## config.mk

```make
export PLATFORM = sky130hd
export DESIGN_NAME = duart_regfront
export DESIGN_NICKNAME = d
export VERILOG_FILES = /design/src/rtl/duart_regfront_pkg.sv /design/src/rtl/duart_chan_regs.sv /design/src/rtl/duart_pin_drive.sv /design/src/rtl/duart_regfront.sv
export SDC_FILE = /design/constraint.sdc
export NUM_CORES = 1
export LEC_CHECK = 0
export BUFFER_PORTS_ARGS = -buffer_cell sky130_fd_sc_hd__buf_2
export CAP_MARGIN = 30
export CORE_ASPECT_RATIO = 0.6
export CORE_MARGIN = 2
export CORE_UTILIZATION = 26
export CTS_BUF_LIST = sky130_fd_sc_hd__clkbuf_8
export DETAILED_ROUTE_END_ITERATION = 10
export GPL_ROUTABILITY_DRIVEN = 0
export HOLD_SLACK_MARGIN = 0.02
export PLACE_DENSITY = 0.49
export SLEW_MARGIN = 20
export SYNTH_ARGS = -nofsm -noshare
export SYNTH_HDL_FRONTEND = slang
export SYNTH_HIERARCHICAL = 1
export SYNTH_SLANG_ARGS = --single-unit
```

## constraint.sdc

```tcl
create_clock -name clk -period 2.4 [get_ports clk]
set_input_delay 0.24 -clock clk [delete_from_list [all_inputs] [get_ports clk]]
set_output_delay 0.24 -clock clk [all_outputs]
set_load 0.005 [all_outputs]
```

## src/rtl/duart_regfront_pkg.sv

```systemverilog
package duart_regfront_pkg;

  localparam int ADDR_W = 3;
  localparam int DATA_REGS = 3;

  typedef enum logic [ADDR_W-1:0] {
    RA_DATA0  = 3'd0,
    RA_DATA1  = 3'd1,
    RA_DATA2  = 3'd2,
    RA_LINE   = 3'd3,
    RA_MODEM  = 3'd4,
    RA_ALTF   = 3'd5,
    RA_SPARE6 = 3'd6,
    RA_SPARE7 = 3'd7
  } reg_addr_e;

  typedef enum logic [1:0] {
    MF_OP2   = 2'b00,
    MF_BAUD  = 2'b01,
    MF_RSVD  = 2'b10,
    MF_RXRDY = 2'b11
  } mf_sel_e;

  localparam int LC_DIV_SEL = 7;
  localparam int LC_BREAK   = 6;
  localparam int MC_DTR     = 0;
  localparam int MC_OP2     = 3;
  localparam int AF_BCAST   = 0;
  localparam int AF_MF_LO   = 1;
  localparam int AF_MF_HI   = 2;

endpackage

```

## src/rtl/duart_chan_regs.sv

```systemverilog
module duart_chan_regs
  import duart_regfront_pkg::*;
#(
  parameter int DW = 8
) (
  input  logic              clk,
  input  logic              rst_n,
  input  logic              wr_en_i,
  input  logic [ADDR_W-1:0] addr_i,
  input  logic [DW-1:0]     wdata_i,
  input  logic              bcast_i,
  output logic              break_o,
  output logic              dtr_o,
  output logic              op2_o,
  output logic [1:0]        mf_sel_o,
  output logic [DW-1:0]     rd_data_o
);

  logic [DW-1:0] dreg_q [DATA_REGS];
  logic [DW-1:0] dreg_n [DATA_REGS];
  logic [DW-1:0] div_lo_q, div_lo_n;
  logic [DW-1:0] div_hi_q, div_hi_n;
  logic [DW-1:0] line_q, line_n;
  logic [DW-1:0] modem_q, modem_n;
  logic [1:0]    mfsel_q, mfsel_n;

  // next-state for the whole bank
  always_comb begin
    for (int i = 0; i < DATA_REGS; i++) dreg_n[i] = dreg_q[i];
    div_lo_n = div_lo_q;
    div_hi_n = div_hi_q;
    line_n   = line_q;
    modem_n  = modem_q;
    mfsel_n  = mfsel_q;
    case (addr_i)
      RA_DATA0, RA_DATA1, RA_DATA2: begin
        if (line_q[LC_DIV_SEL]) begin
          if (addr_i == RA_DATA0)      div_lo_n = wdata_i;
          else if (addr_i == RA_DATA1) div_hi_n = wdata_i;
        end else begin
          dreg_n[addr_i] = wdata_i;
        end
      end
      RA_LINE:  line_n  = wdata_i;
      RA_MODEM: modem_n = wdata_i;
      RA_ALTF:  mfsel_n = wdata_i[AF_MF_HI:AF_MF_LO];
      default: ;
    endcase
  end

  always_ff @(posedge clk or negedge rst_n) begin
    if (!rst_n) begin
      for (int i = 0; i < DATA_REGS; i++) dreg_q[i] <= '0;
      div_lo_q <= '0;
      div_hi_q <= '0;
      line_q   <= '0;
      modem_q  <= '0;
      mfsel_q  <= '0;
    end else if (wr_en_i) begin
      for (int i = 0; i < DATA_REGS; i++) dreg_q[i] <= dreg_n[i];
      div_lo_q <= div_lo_n;
      div_hi_q <= div_hi_n;
      line_q   <= line_n;
      modem_q  <= modem_n;
      mfsel_q  <= mfsel_n;
    end
  end

  // read selection, same decode as the write side
  always_comb begin
    rd_data_o = '0;
    case (addr_i)
      RA_DATA0, RA_DATA1, RA_DATA2: begin
        if (line_q[LC_DIV_SEL]) begin
          if (addr_i == RA_DATA0)      rd_data_o = div_lo_q;
          else if (addr_i == RA_DATA1) rd_data_o = div_hi_q;
        end else begin
          rd_data_o = dreg_q[addr_i];
        end
      end
      RA_LINE:  rd_data_o = line_q;
      RA_MODEM: rd_data_o = modem_q;
      RA_ALTF: begin
        rd_data_o[AF_MF_HI:AF_MF_LO] = mfsel_q;
        rd_data_o[AF_BCAST]          = bcast_i;
      end
      default: ;
    endcase
  end

  assign break_o  = line_q[LC_BREAK];
  assign dtr_o    = modem_q[MC_DTR];
  assign op2_o    = modem_q[MC_OP2];
  assign mf_sel_o = mfsel_q;

endmodule

```

## src/rtl/duart_pin_drive.sv

```systemverilog
module duart_pin_drive
  import duart_regfront_pkg::*;
(
  input  logic       break_i,
  input  logic       dtr_i,
  input  logic       op2_i,
  input  logic [1:0] mf_sel_i,
  input  logic       ser_tx_i,
  input  logic       baud_clk_i,
  input  logic       rx_ready_i,
  output logic       tx_o,
  output logic       dtr_n_o,
  output logic       mf_n_o
);

  assign tx_o    = break_i ? 1'b0 : ser_tx_i;
  assign dtr_n_o = ~dtr_i;

  always_comb begin
    case (mf_sel_e'(mf_sel_i))
      MF_OP2:   mf_n_o = ~op2_i;
      MF_BAUD:  mf_n_o = baud_clk_i;
      MF_RXRDY: mf_n_o = ~rx_ready_i;
      default:  mf_n_o = 1'b1;
    endcase
  end

endmodule

```

## src/rtl/duart_regfront.sv

```systemverilog
module duart_regfront
  import duart_regfront_pkg::*;
#(
  parameter int NUM_CH = 2,
  parameter int DW = 8,
  localparam int SELW = (NUM_CH > 1) ? $clog2(NUM_CH) : 1
) (
  input  logic              clk,
  input  logic              rst_n,
  input  logic              host_we,
  input  logic              host_re,
  input  logic [ADDR_W-1:0] host_addr,
  input  logic [SELW-1:0]   host_chan,
  input  logic [DW-1:0]     host_wdata,
  output logic [DW-1:0]     host_rdata,
  input  logic [NUM_CH-1:0] ser_tx_in,
  input  logic [NUM_CH-1:0] baud_clk_in,
  input  logic [NUM_CH-1:0] rx_ready_in,
  output logic [NUM_CH-1:0] tx_out,
  output logic [NUM_CH-1:0] dtr_n,
  output logic [NUM_CH-1:0] mf_n
);

  logic          cw_q, cw_n, cw_en;
  logic [DW-1:0] ch_rd [NUM_CH];
  logic [DW-1:0] rdata_q, rdata_n;

  // shared broadcast bit, reachable from any channel
  assign cw_en = host_we && (host_addr == RA_ALTF);
  assign cw_n  = host_wdata[AF_BCAST];

  always_ff @(posedge clk or negedge rst_n) begin
    if (!rst_n)     cw_q <= 1'b0;
    else if (cw_en) cw_q <= cw_n;
  end

  for (genvar c = 0; c < NUM_CH; c++) begin : g_ch
    logic       hit;
    logic       brk, dtr, op2;
    logic [1:0] msel;

    assign hit = host_we && (cw_q || (host_chan == SELW'(c)));

    duart_chan_regs #(.DW(DW)) u_regs (
      .clk       (clk),
      .rst_n     (rst_n),
      .wr_en_i   (hit),
      .addr_i    (host_addr),
      .wdata_i   (host_wdata),
      .bcast_i   (cw_q),
      .break_o   (brk),
      .dtr_o     (dtr),
      .op2_o     (op2),
      .mf_sel_o  (msel),
      .rd_data_o (ch_rd[c])
    );

    duart_pin_drive u_pins (
      .break_i    (brk),
      .dtr_i      (dtr),
      .op2_i      (op2),
      .mf_sel_i   (msel),
      .ser_tx_i   (ser_tx_in[c]),
      .baud_clk_i (baud_clk_in[c]),
      .rx_ready_i (rx_ready_in[c]),
      .tx_o       (tx_out[c]),
      .dtr_n_o    (dtr_n[c]),
      .mf_n_o     (mf_n[c])
    );
  end

  // read path follows the select input only
  always_comb begin
    rdata_n = '0;
    for (int c = 0; c < NUM_CH; c++)
      if (host_chan == SELW'(c)) rdata_n = ch_rd[c];
  end

  always_ff @(posedge clk or negedge rst_n) begin
    if (!rst_n)       rdata_q <= '0;
    else if (host_re) rdata_q <= rdata_n;
  end

  assign host_rdata = rdata_q;

endmodule

```

==> out/qor.yml, run 1 <==
outcome:
  status: "finished clean"
setup_path:
  cp_top_family: "flip-flops"
  slowest_stage: "dfrtp_1"
  worst-path-max-fanout: 11
  cp.depth: 5
  end_kind: "flip-flop"
  worst-endpoint-required_ns: 2.77
  startpoint: "g_ch[0].u_regs/line_q[7]$_DFFE_PN0P_"
  worstPathArrival_ns: 2.32
  critPathKind: "reg -> reg"
  max_stage_delay_ns: 0.64
  worstPathCellList: "nor3b_2 > a22oi_1 > o221ai_1 > mux2i_1 > a21oi_1"
  path_buf_inv: 0
  r2r_cells: 5
  r2r-start: "g_ch[0].u_regs/line_q[7]$_DFFE_PN0P_"
  cp-start-kind: "flip-flop"
yosys:
  ys_ff_latch: 125
  syn_area_um2: 6250
  synth_top_area_share_pct: 50.0
  synthTopCellsByArea: "dfrtp_1 50%, mux2_2 19%, mux2_4 6.5%"
  avgSynthCellArea_um2: 13.8
  synth_cells: 453
  synth_commonest_cells: "125 x dfrtp_1, 104 x mux2_2, 27 x mux2_4"
  synth_warnings: 6
  synth_edf_count: 0
  synth_most_common_cell: "dfrtp_1"
  ys_async_sr_fraction_pct: 100
  yosys.area.top_type: "dfrtp_1"
  yosysUniqueCellTypes: 50
  synth_nets: 475
  seq_area_frac_synth_pct: 50.0
  synthFlopType: "dfrtp_1"
global_route:
  grt_antenna_before_repair: 0
  grt_pass1_vias: 4128
  grt_first_pass_wirelength_mm: 25.6
  grt_max_degree: 51
  grt_remaining_overflow: 0
  grt.total_usage_pct: 13.9
pwr:
  switching_share_pct: 29.9
  power_mw: 6.63
  pwr-share-clk_pct: 29.1
  power_frac_comb_pct: 23.0
  p_sw_mw: 1.98
  p_int_mw: 4.65
  p_per_area_nw_per_um2: 927
  p_seq_share_pct: 47.9
  ir_drop_mv: 0.306
  p_leak_nw: 3.13
placement:
  place_hpwl_mm: 11.6
  port_buffers: 35
  dp.cells: 794
  place_area_um2: 6740
cts:
  cts_buffer_depth: 2
  clkTransAtPathRegs_ns: 0.08
  cts-root-buf: "clkbuf_8"
  clk_latency_ns: 0.45
  cts.sinks: 125
  cts_tree: "yes"
  h-tree-depth: 4
  cts_buffers: 17
routing:
  post_drt_wl_per_cell_um: 20.1
  ant_nets: 0
  vias_per_cell: 4.70
  drtPass1Iterations: 4
  drt_iter0_drc: 237
  wl_mm: 16.6
  vias: 3888
  drcViolationCount: 0
die:
  die_w_um: 204
  die_height_um: 124
  start_util_pct: 26.8
  pin_count: 36
  num_rows: 43
  dieArea_um2: 25300
  coreArea_um2: 23300
finish:
  fillers: 2354
  final_cells: 827
  nets: 521
  area_growth_pct: 14.4
  multi_input_area_um2: 2870
  diodes: 0
  seqCellArea_um2: 3130
  design_area_um2: 7160
  drive_gt1_share_pct: 46.7
  fin_util_pct: 30.7
hold_path:
  hold_depth: 3
  hold_path_class: "in -> reg"
  min_from: "host_we"
sta:
  slew_headroom_pct: 54.8
  rsz0062_at_grt: "false"
  report.final.slew_viol_count: 0
  hold_viol_final: 0
  fin_skew_ns: 0.0202
  fin_crit_sh_pct: 81.3
  setup_viol: 0
  tightest_slew_ns: 0.674
  min_period_ns: 1.95
  timing.setup.tns_ns: 0
  timing.fmax_mhz: 513
job:
  maxCapViolations: 0
-- worst paths after layout --
| check | end | slack [ns] |
|---|---|---|
| setup / recovery | host_rdata[1]$_DFFE_PN0P_ | 0.45 |
| hold / removal | cw_q$_DFFE_PN0P_ | 0.20 |
| setup reg to reg | host_rdata[1]$_DFFE_PN0P_ | 0.45 |
| hold reg to reg | g_ch[0].u_regs/dreg_q[1]$_DFFE_PN0P_ | 0.50 |
| max in group asynchronous | g_ch[0].u_regs/div_lo_q[4]$_DFFE_PN0P_ | 1.34 |
| min in group asynchronous | g_ch[0].u_regs/dreg_q[4]$_DFFE_PN0P_ | 0.29 |
-- layout by cell type (no fill, tap or decap), drive strengths merged, types with 9 or more instances in the layout --
| master | Yosys | routed |
|---|---|---|
| nor2 | 11 | 11 |
| inv | 8 | 16 |
| clkbuf | 1 | 18 |
| dfrtp | 125 | 125 |
| a22oi | 11 | 11 |
| o21ai | 10 | 10 |
| nand2 | 16 | 16 |
| nor2b | 18 | 18 |
| mux2 | 135 | 135 |
| o221ai | 9 | 9 |
| mux2i | 17 | 17 |
| buf | 23 | 50 |
| a21oi | 10 | 10 |
-- power groups by stage --
stage	logic, mW	registers (mW)	clock network [mW]
2_1_floorplan	1.19	3.04	0
4_1_cts	1.54	3.17	1.98
3_5_place_dp	1.54	3.21	0
3_3_place_gp	1.50	3.18	0
6_report	1.53	3.17	1.93
5_1_grt	1.67	3.26	2.09
-- per-layer routing --
| layer | GRT usage, % | share of wire, % |
|---|---|---|
| met5 | 0 | 0 |
| met4 | 4.03 | 0.33 |
| met3 | 3.51 | 5.7 |
| met2 | 18.4 | 40 |
| met1 | 21.8 | 54 |
-- logic make-up after synthesis --
family / Yosys count / share of synthesized area, %
flip-flops: 125 / 50.0
buffers and inverters: 32 / 4.04
multiplexers: 152 / 28.7
AO/OA/AOI/OAI: 74 / 9.22
AND/OR/NAND/NOR: 70 / 8.06
-- metrics by stage --
stage	setup WS [ns]	hold slack (ns)
floorplan	0.542	-0.0556
global placement	0.231	0.248
detailed placement	0.228	0.254
CTS	0.467	0.178
global route	0.279	0.185
finish	0.450	0.203
-- worst reg2reg max path: stages (launching register included) --
cell	delay (ns)
dfrtp_1	0.64
nor3b_2	0.58
a22oi_1	0.20
o221ai_1	0.14
mux2i_1	0.16
a21oi_1	0.16
-- final cells by class --
class | count | area share, %
sequential | 125 | 43.7
clock buffer | 18 | 3.46
tap | 315 | 5.51
clock inverter | 14 | 2.22
multi-input combinational | 296 | 40.1
timing repair buffer | 51 | 4.55
inverter | 8 | 0.420
-- flip-flops by register name, summed over array words and instances, names as in the netlist --
name and cells:
cw_q 1, g_ch.u_regs/div_hi_q 16, g_ch.u_regs/div_lo_q 16, g_ch.u_regs/dreg_q 48, g_ch.u_regs/line_q 16, g_ch.u_regs/mf_sel_o 4, g_ch.u_regs/modem_q 16, host_rdata 8
-- repair_timing --
item                                    CTS  global route
hold buffers                              1             0
resized for setup                         0             0
hold endpoints to repair                 33             0
setup buffers                             0             0
endpoints found under the setup margin    0             0
Power figures use the tool's default switching activity.
==> run 2: changes to the inputs <==
- PLACE_DENSITY: 0.49 -> 0.5
- clock period: 2.4 -> 1.6 ns (I/O delays scaled with it)
==> out/qor.yml, run 2 (same netlist as run 1, synthesis figures left out) <==
cts:
  cts_tree: "yes"
  h-tree-depth: 4
  clk_latency_ns: 0.45
  cts.sinks: 125
  cts_buffers: 17
  cts-root-buf: "clkbuf_8"
  clkTransAtPathRegs_ns: 0.08
  cts_buffer_depth: 2
setup_path:
  cp-start-kind: "flip-flop"
  worst-path-max-fanout: 6
  max_stage_delay_ns: 0.40
  worstPathCellList: "buf_4 > buf_6 > o21a_4 > buf_6 > nand3_4 > buf_8 > mux2_2"
  path_buf_inv: 4
  worstPathArrival_ns: 2.02
  critPathKind: "reg -> reg"
  slowest_stage: "dfrtp_1"
  worst-endpoint-required_ns: 1.93
  crit_top_cell: "buf_6"
  end_kind: "flip-flop"
  cp_top_family: "buffers and inverters"
global_route:
  grt_antenna_before_repair: 0
  grt_first_pass_wirelength_mm: 26.9
  grt_max_degree: 85
  grt.total_usage_pct: 14.4
  grt_remaining_overflow: 0
  grt_pass1_vias: 4345
sta:
  layout_setup_ws_ns: -0.0915
  fin_skew_ns: 0.0127
  hold_viol_final: 0
  setup_viol: 60
  fin_crit_sh_pct: 106
  timing.fmax_mhz: 591
  tightest_slew_ns: 0.542
  fin_hold_ws_ns: 0.124
  slew_headroom_pct: 63.9
  min_period_ns: 1.69
  report.final.slew_viol_count: 0
  rsz0062_at_grt: "true"
finish:
  drive_gt1_share_pct: 53.6
  multi_input_area_um2: 3050
  nets: 571
  mostFrequentLayoutCell: "dfrtp_1"
  design_area_um2: 7800
  diodes: 0
  largest_reg_flops: 48
  final_cell_mix: "121 x dfrtp_1, 77 x mux2_2, 55 x mux2_4"
  seqCellArea_um2: 3130
  area_growth_pct: 24.7
  regMostFlops: "g_ch.u_regs/dreg_q"
  fillers: 2307
die:
  pin_count: 36
  coreArea_um2: 23300
  die_w_um: 204
  num_rows: 43
  dieArea_um2: 25300
  start_util_pct: 26.8
  die_height_um: 124
outcome:
  status: "finished with violations"
  failed_checks: "setup timing"
routing:
  ant_nets: 0
  drtPass1Iterations: 4
  vias_per_cell: 4.78
  drcViolationCount: 0
  wl_mm: 17.3
  post_drt_wl_per_cell_um: 19.7
  drt_iter0_drc: 264
  vias: 4189
pwr:
  p_leak_nw: 3.55
  p_per_area_nw_per_um2: 1320
  ir_drop_mv: 0.498
  power_mw: 10.3
placement:
  place_hpwl_mm: 12.3
  port_buffers: 35
  place_area_um2: 7130
job:
  maxCapViolations: 0
hold_path:
  hold_path_class: "in -> reg"
run 2: metal layers:
layer | vias to the layer above | routed length (um) | track usage (%) | part of all wire, %
met5 | - | 0 | 0 | 0
met3 | 8 | 832 | 4.00 | 4.8
li1 | 1892 | - | - | -
met1 | 2198 | 9500 | 22.2 | 55
met4 | 0 | 118 | 3.03 | 0.68
met2 | 91 | 6820 | 19.5 | 39
run 2: timing repair:
action,in CTS,in global routing
endpoints found under the hold margin,125,0
buffers inserted,1,10
pin swaps,3,2
setup endpoints to repair,59,76
hold buffers,1,0
resized for setup,12,40
run 2: path summary, 6_finish.rpt:
| kind | depth (start not counted) | start | slack, ns | to |
|---|---|---|---|---|
| setup reg to reg | 7 | cw_q$_DFFE_PN0P_ | -0.09 | g_ch[1].u_regs/dreg_q[11]$_DFFE_PN0P_ |
| max in group asynchronous | 3 | rst_n | 0.84 | g_ch[0].u_regs/mf_sel_o[0]$_DFFE_PN0P_ |
| min in group asynchronous | 3 | rst_n | 0.28 | g_ch[0].u_regs/div_hi_q[3]$_DFFE_PN0P_ |
| setup / recovery | 7 | cw_q$_DFFE_PN0P_ | -0.09 | g_ch[1].u_regs/dreg_q[11]$_DFFE_PN0P_ |
| hold reg to reg | 1 | g_ch[1].u_regs/div_lo_q[3]$_DFFE_PN0P_ | 0.51 | g_ch[1].u_regs/div_lo_q[3]$_DFFE_PN0P_ |
| hold / removal | 3 | host_we | 0.12 | cw_q$_DFFE_PN0P_ |
run 2: where the power goes:
part           total, mW  internal (mW)  switching [mW]
combinational       2.76           1.71            1.05
clock               2.75           1.28            1.47
sequential          4.78           4.15           0.632
run 2: area by class of cell:
type	count	area share, %
Clock buffer	17	3.00
Inverter	8	0.385
Multi-Input combinational cell	296	39.1
Sequential cell	125	40.2
Clock inverter	15	1.96
Timing Repair Buffer	101	10.3
Tap cell	315	5.05
run 2: worst reg2reg max path: stages (launching register included):
cell     delay, ns
dfrtp_1       0.40
buf_4         0.14
buf_6         0.11
o21a_4        0.21
buf_6         0.14
nand3_4       0.07
buf_8         0.15
mux2_2        0.35
run 2: stage by stage:
stage	setup slack (ns)	utilization (%)	TNS, ns	cells
after floorplan	0.0176	-	0	453
after CTS	-0.0369	32.5	-0.322	869
after global routing	-0.117	33.4	-5.04	877
after detailed placement	-0.143	30.5	-3.06	835
after global placement	-0.117	30.5	-2.67	835
final	-0.0915	33.4	-2.14	877
==> run 3: changes to the inputs <==
- CORE_UTILIZATION: 26 -> 40
- PLACE_DENSITY: 0.5 -> 0.66
==> out/qor.yml, run 3 (same netlist as run 1, synthesis figures left out) <==
setup_path:
  r2r_setup_slack_ns: -0.1
  rr_endpoint: "g_ch[0].u_regs/div_hi_q[6]$_DFFE_PN0P_"
  worst-endpoint-required_ns: 1.92
  worstPathCellList: "inv_2 > a21boi_4 > buf_6 > and4b_2 > buf_8 > mux2_4"
  r2r_cells: 6
  max_stage_delay_ns: 0.41
  critPathKind: "reg -> reg"
  r2r-start: "cw_q$_DFFE_PN0P_"
  worstPathArrival_ns: 2.02
  end_kind: "flip-flop"
  cp-start-kind: "flip-flop"
  worst-path-max-fanout: 6
  slowest_stage: "dfrtp_1"
outcome:
  failed_checks: "setup timing"
  status: "finished with violations"
finish:
  diodes: 0
  largest_reg_flops: 48
  area_growth_pct: 22.2
  regMostFlops: "g_ch.u_regs/dreg_q"
  mostFrequentLayoutCell: "dfrtp_1"
  final_cell_mix: "125 x dfrtp_1, 97 x mux2_2, 59 x buf_4"
  nets: 577
  final_cells: 771
  fin_util_pct: 49.9
  drive_gt1_share_pct: 54.2
sta:
  fin_crit_sh_pct: 106
  tightest_slew_ns: 0.490
  min_period_ns: 1.70
  fin_hold_ws_ns: 0.122
  setup_viol: 47
  slew_headroom_pct: 67.3
  report.final.slew_viol_count: 0
  timing.setup.tns_ns: -2.51
  rsz0062_at_grt: "true"
  hold_viol_final: 0
  timing.fmax_mhz: 589
  fin_skew_ns: 0.00822
  layout_setup_ws_ns: -0.0971
placement:
  dp.cells: 729
  port_buffers: 35
  post-place-ws_ns: -0.279
  place_hpwl_mm: 11.3
die:
  coreArea_um2: 15300
  die_height_um: 101
  pin_count: 36
  start_util_pct: 40.8
  die_w_um: 165
  dieArea_um2: 16700
  num_rows: 35
cts:
  cts-root-buf: "clkbuf_8"
  clk_latency_ns: 0.44
  h-tree-depth: 4
  clkTransAtPathRegs_ns: 0.07
  cts.sinks: 125
  cts_tree: "yes"
  cts_buffer_depth: 2
  cts_buffers: 17
hold_path:
  hold_depth: 3
  min_from: "host_we"
  hold_path_class: "in -> reg"
  holdPathEnd: "cw_q$_DFFE_PN0P_"
routing:
  drtPass1Iterations: 5
  vias: 4291
  ant_nets: 0
  wl_mm: 16.2
  post_drt_wl_per_cell_um: 21.1
  drcViolationCount: 0
  vias_per_cell: 5.57
  drt_iter0_drc: 360
job:
  maxCapViolations: 0
global_route:
  grt_pass1_vias: 4365
  grt_first_pass_wirelength_mm: 25.2
  grt_remaining_overflow: 0
  grt_antenna_before_repair: 0
  grt.total_usage_pct: 20.5
  grt_max_degree: 49
pwr:
  ir_drop_mv: 0.519
  p_leak_nw: 3.48
  p_per_area_nw_per_um2: 1340
run 3: repair_timing:
item	4_1_cts	5_1_grt
endpoints found under the setup margin	74	79
hold buffers	1	0
hold endpoints to repair	27	0
gates resized for setup	17	23
buffers inserted	3	6
pin swaps	3	12
run 3: area by class of cell:
cell class | count | area, um2
clock buffer | 18 | 248
clock inverter | 14 | 146
fill | 1336 | 7680
inverter | 8 | 30.0
multi-input combinational | 296 | 3020
sequential | 125 | 3130
tap | 203 | 254
timing repair buffer | 107 | 817
run 3: per-layer routing:
metal	up-vias	wire, um	GRT usage (%)
met1	2210	8160	31.7
met5	-	0	0
met3	19	1060	4.61
met2	149	6790	28.0
li1	1913	-	-
met4	0	230	7.16
run 3: through the flow:
stage	power (mW)	instance area (um2)
after floorplan	6.35	6260
after global placement	7.16	6990
after detailed placement	7.29	6990
after CTS	10.2	7500
after global routing	10.8	7640
final	10.3	7640
run 3: how the worst max path moves through the flow:
| stage | start | endpoint | depth (start not counted) |
|---|---|---|---|
| floorplan | cw_q$_DFFE_PN0P_ | g_ch[0].u_regs/dreg_q[1]$_DFFE_PN0P_ | 5 |
| global placement | host_addr[0] | host_rdata[0]$_DFFE_PN0P_ | 7 |
| detailed placement | host_addr[0] | host_rdata[0]$_DFFE_PN0P_ | 7 |
| CTS | cw_q$_DFFE_PN0P_ | g_ch[0].u_regs/div_hi_q[3]$_DFFE_PN0P_ | 6 |
| global route | cw_q$_DFFE_PN0P_ | g_ch[0].u_regs/dreg_q[19]$_DFFE_PN0P_ | 6 |
| finish | cw_q$_DFFE_PN0P_ | g_ch[0].u_regs/div_hi_q[6]$_DFFE_PN0P_ | 6 |
run 3: report_power, final:
group | switching, mW | internal [mW] | total, mW
clock network | 1.35 | 1.43 | 2.77
logic | 1.08 | 1.64 | 2.72
registers | 0.625 | 4.14 | 4.77
run 3: worst max-delay path, delay by kind of cell, from the launching register on:
| family | cells | cell delay, ns |
|---|---|---|
| flops | 1 | 0.41 |
| buf+inv | 3 | 0.36 |
| mux | 1 | 0.31 |
| compound gates | 1 | 0.21 |
| simple gates | 1 | 0.28 |
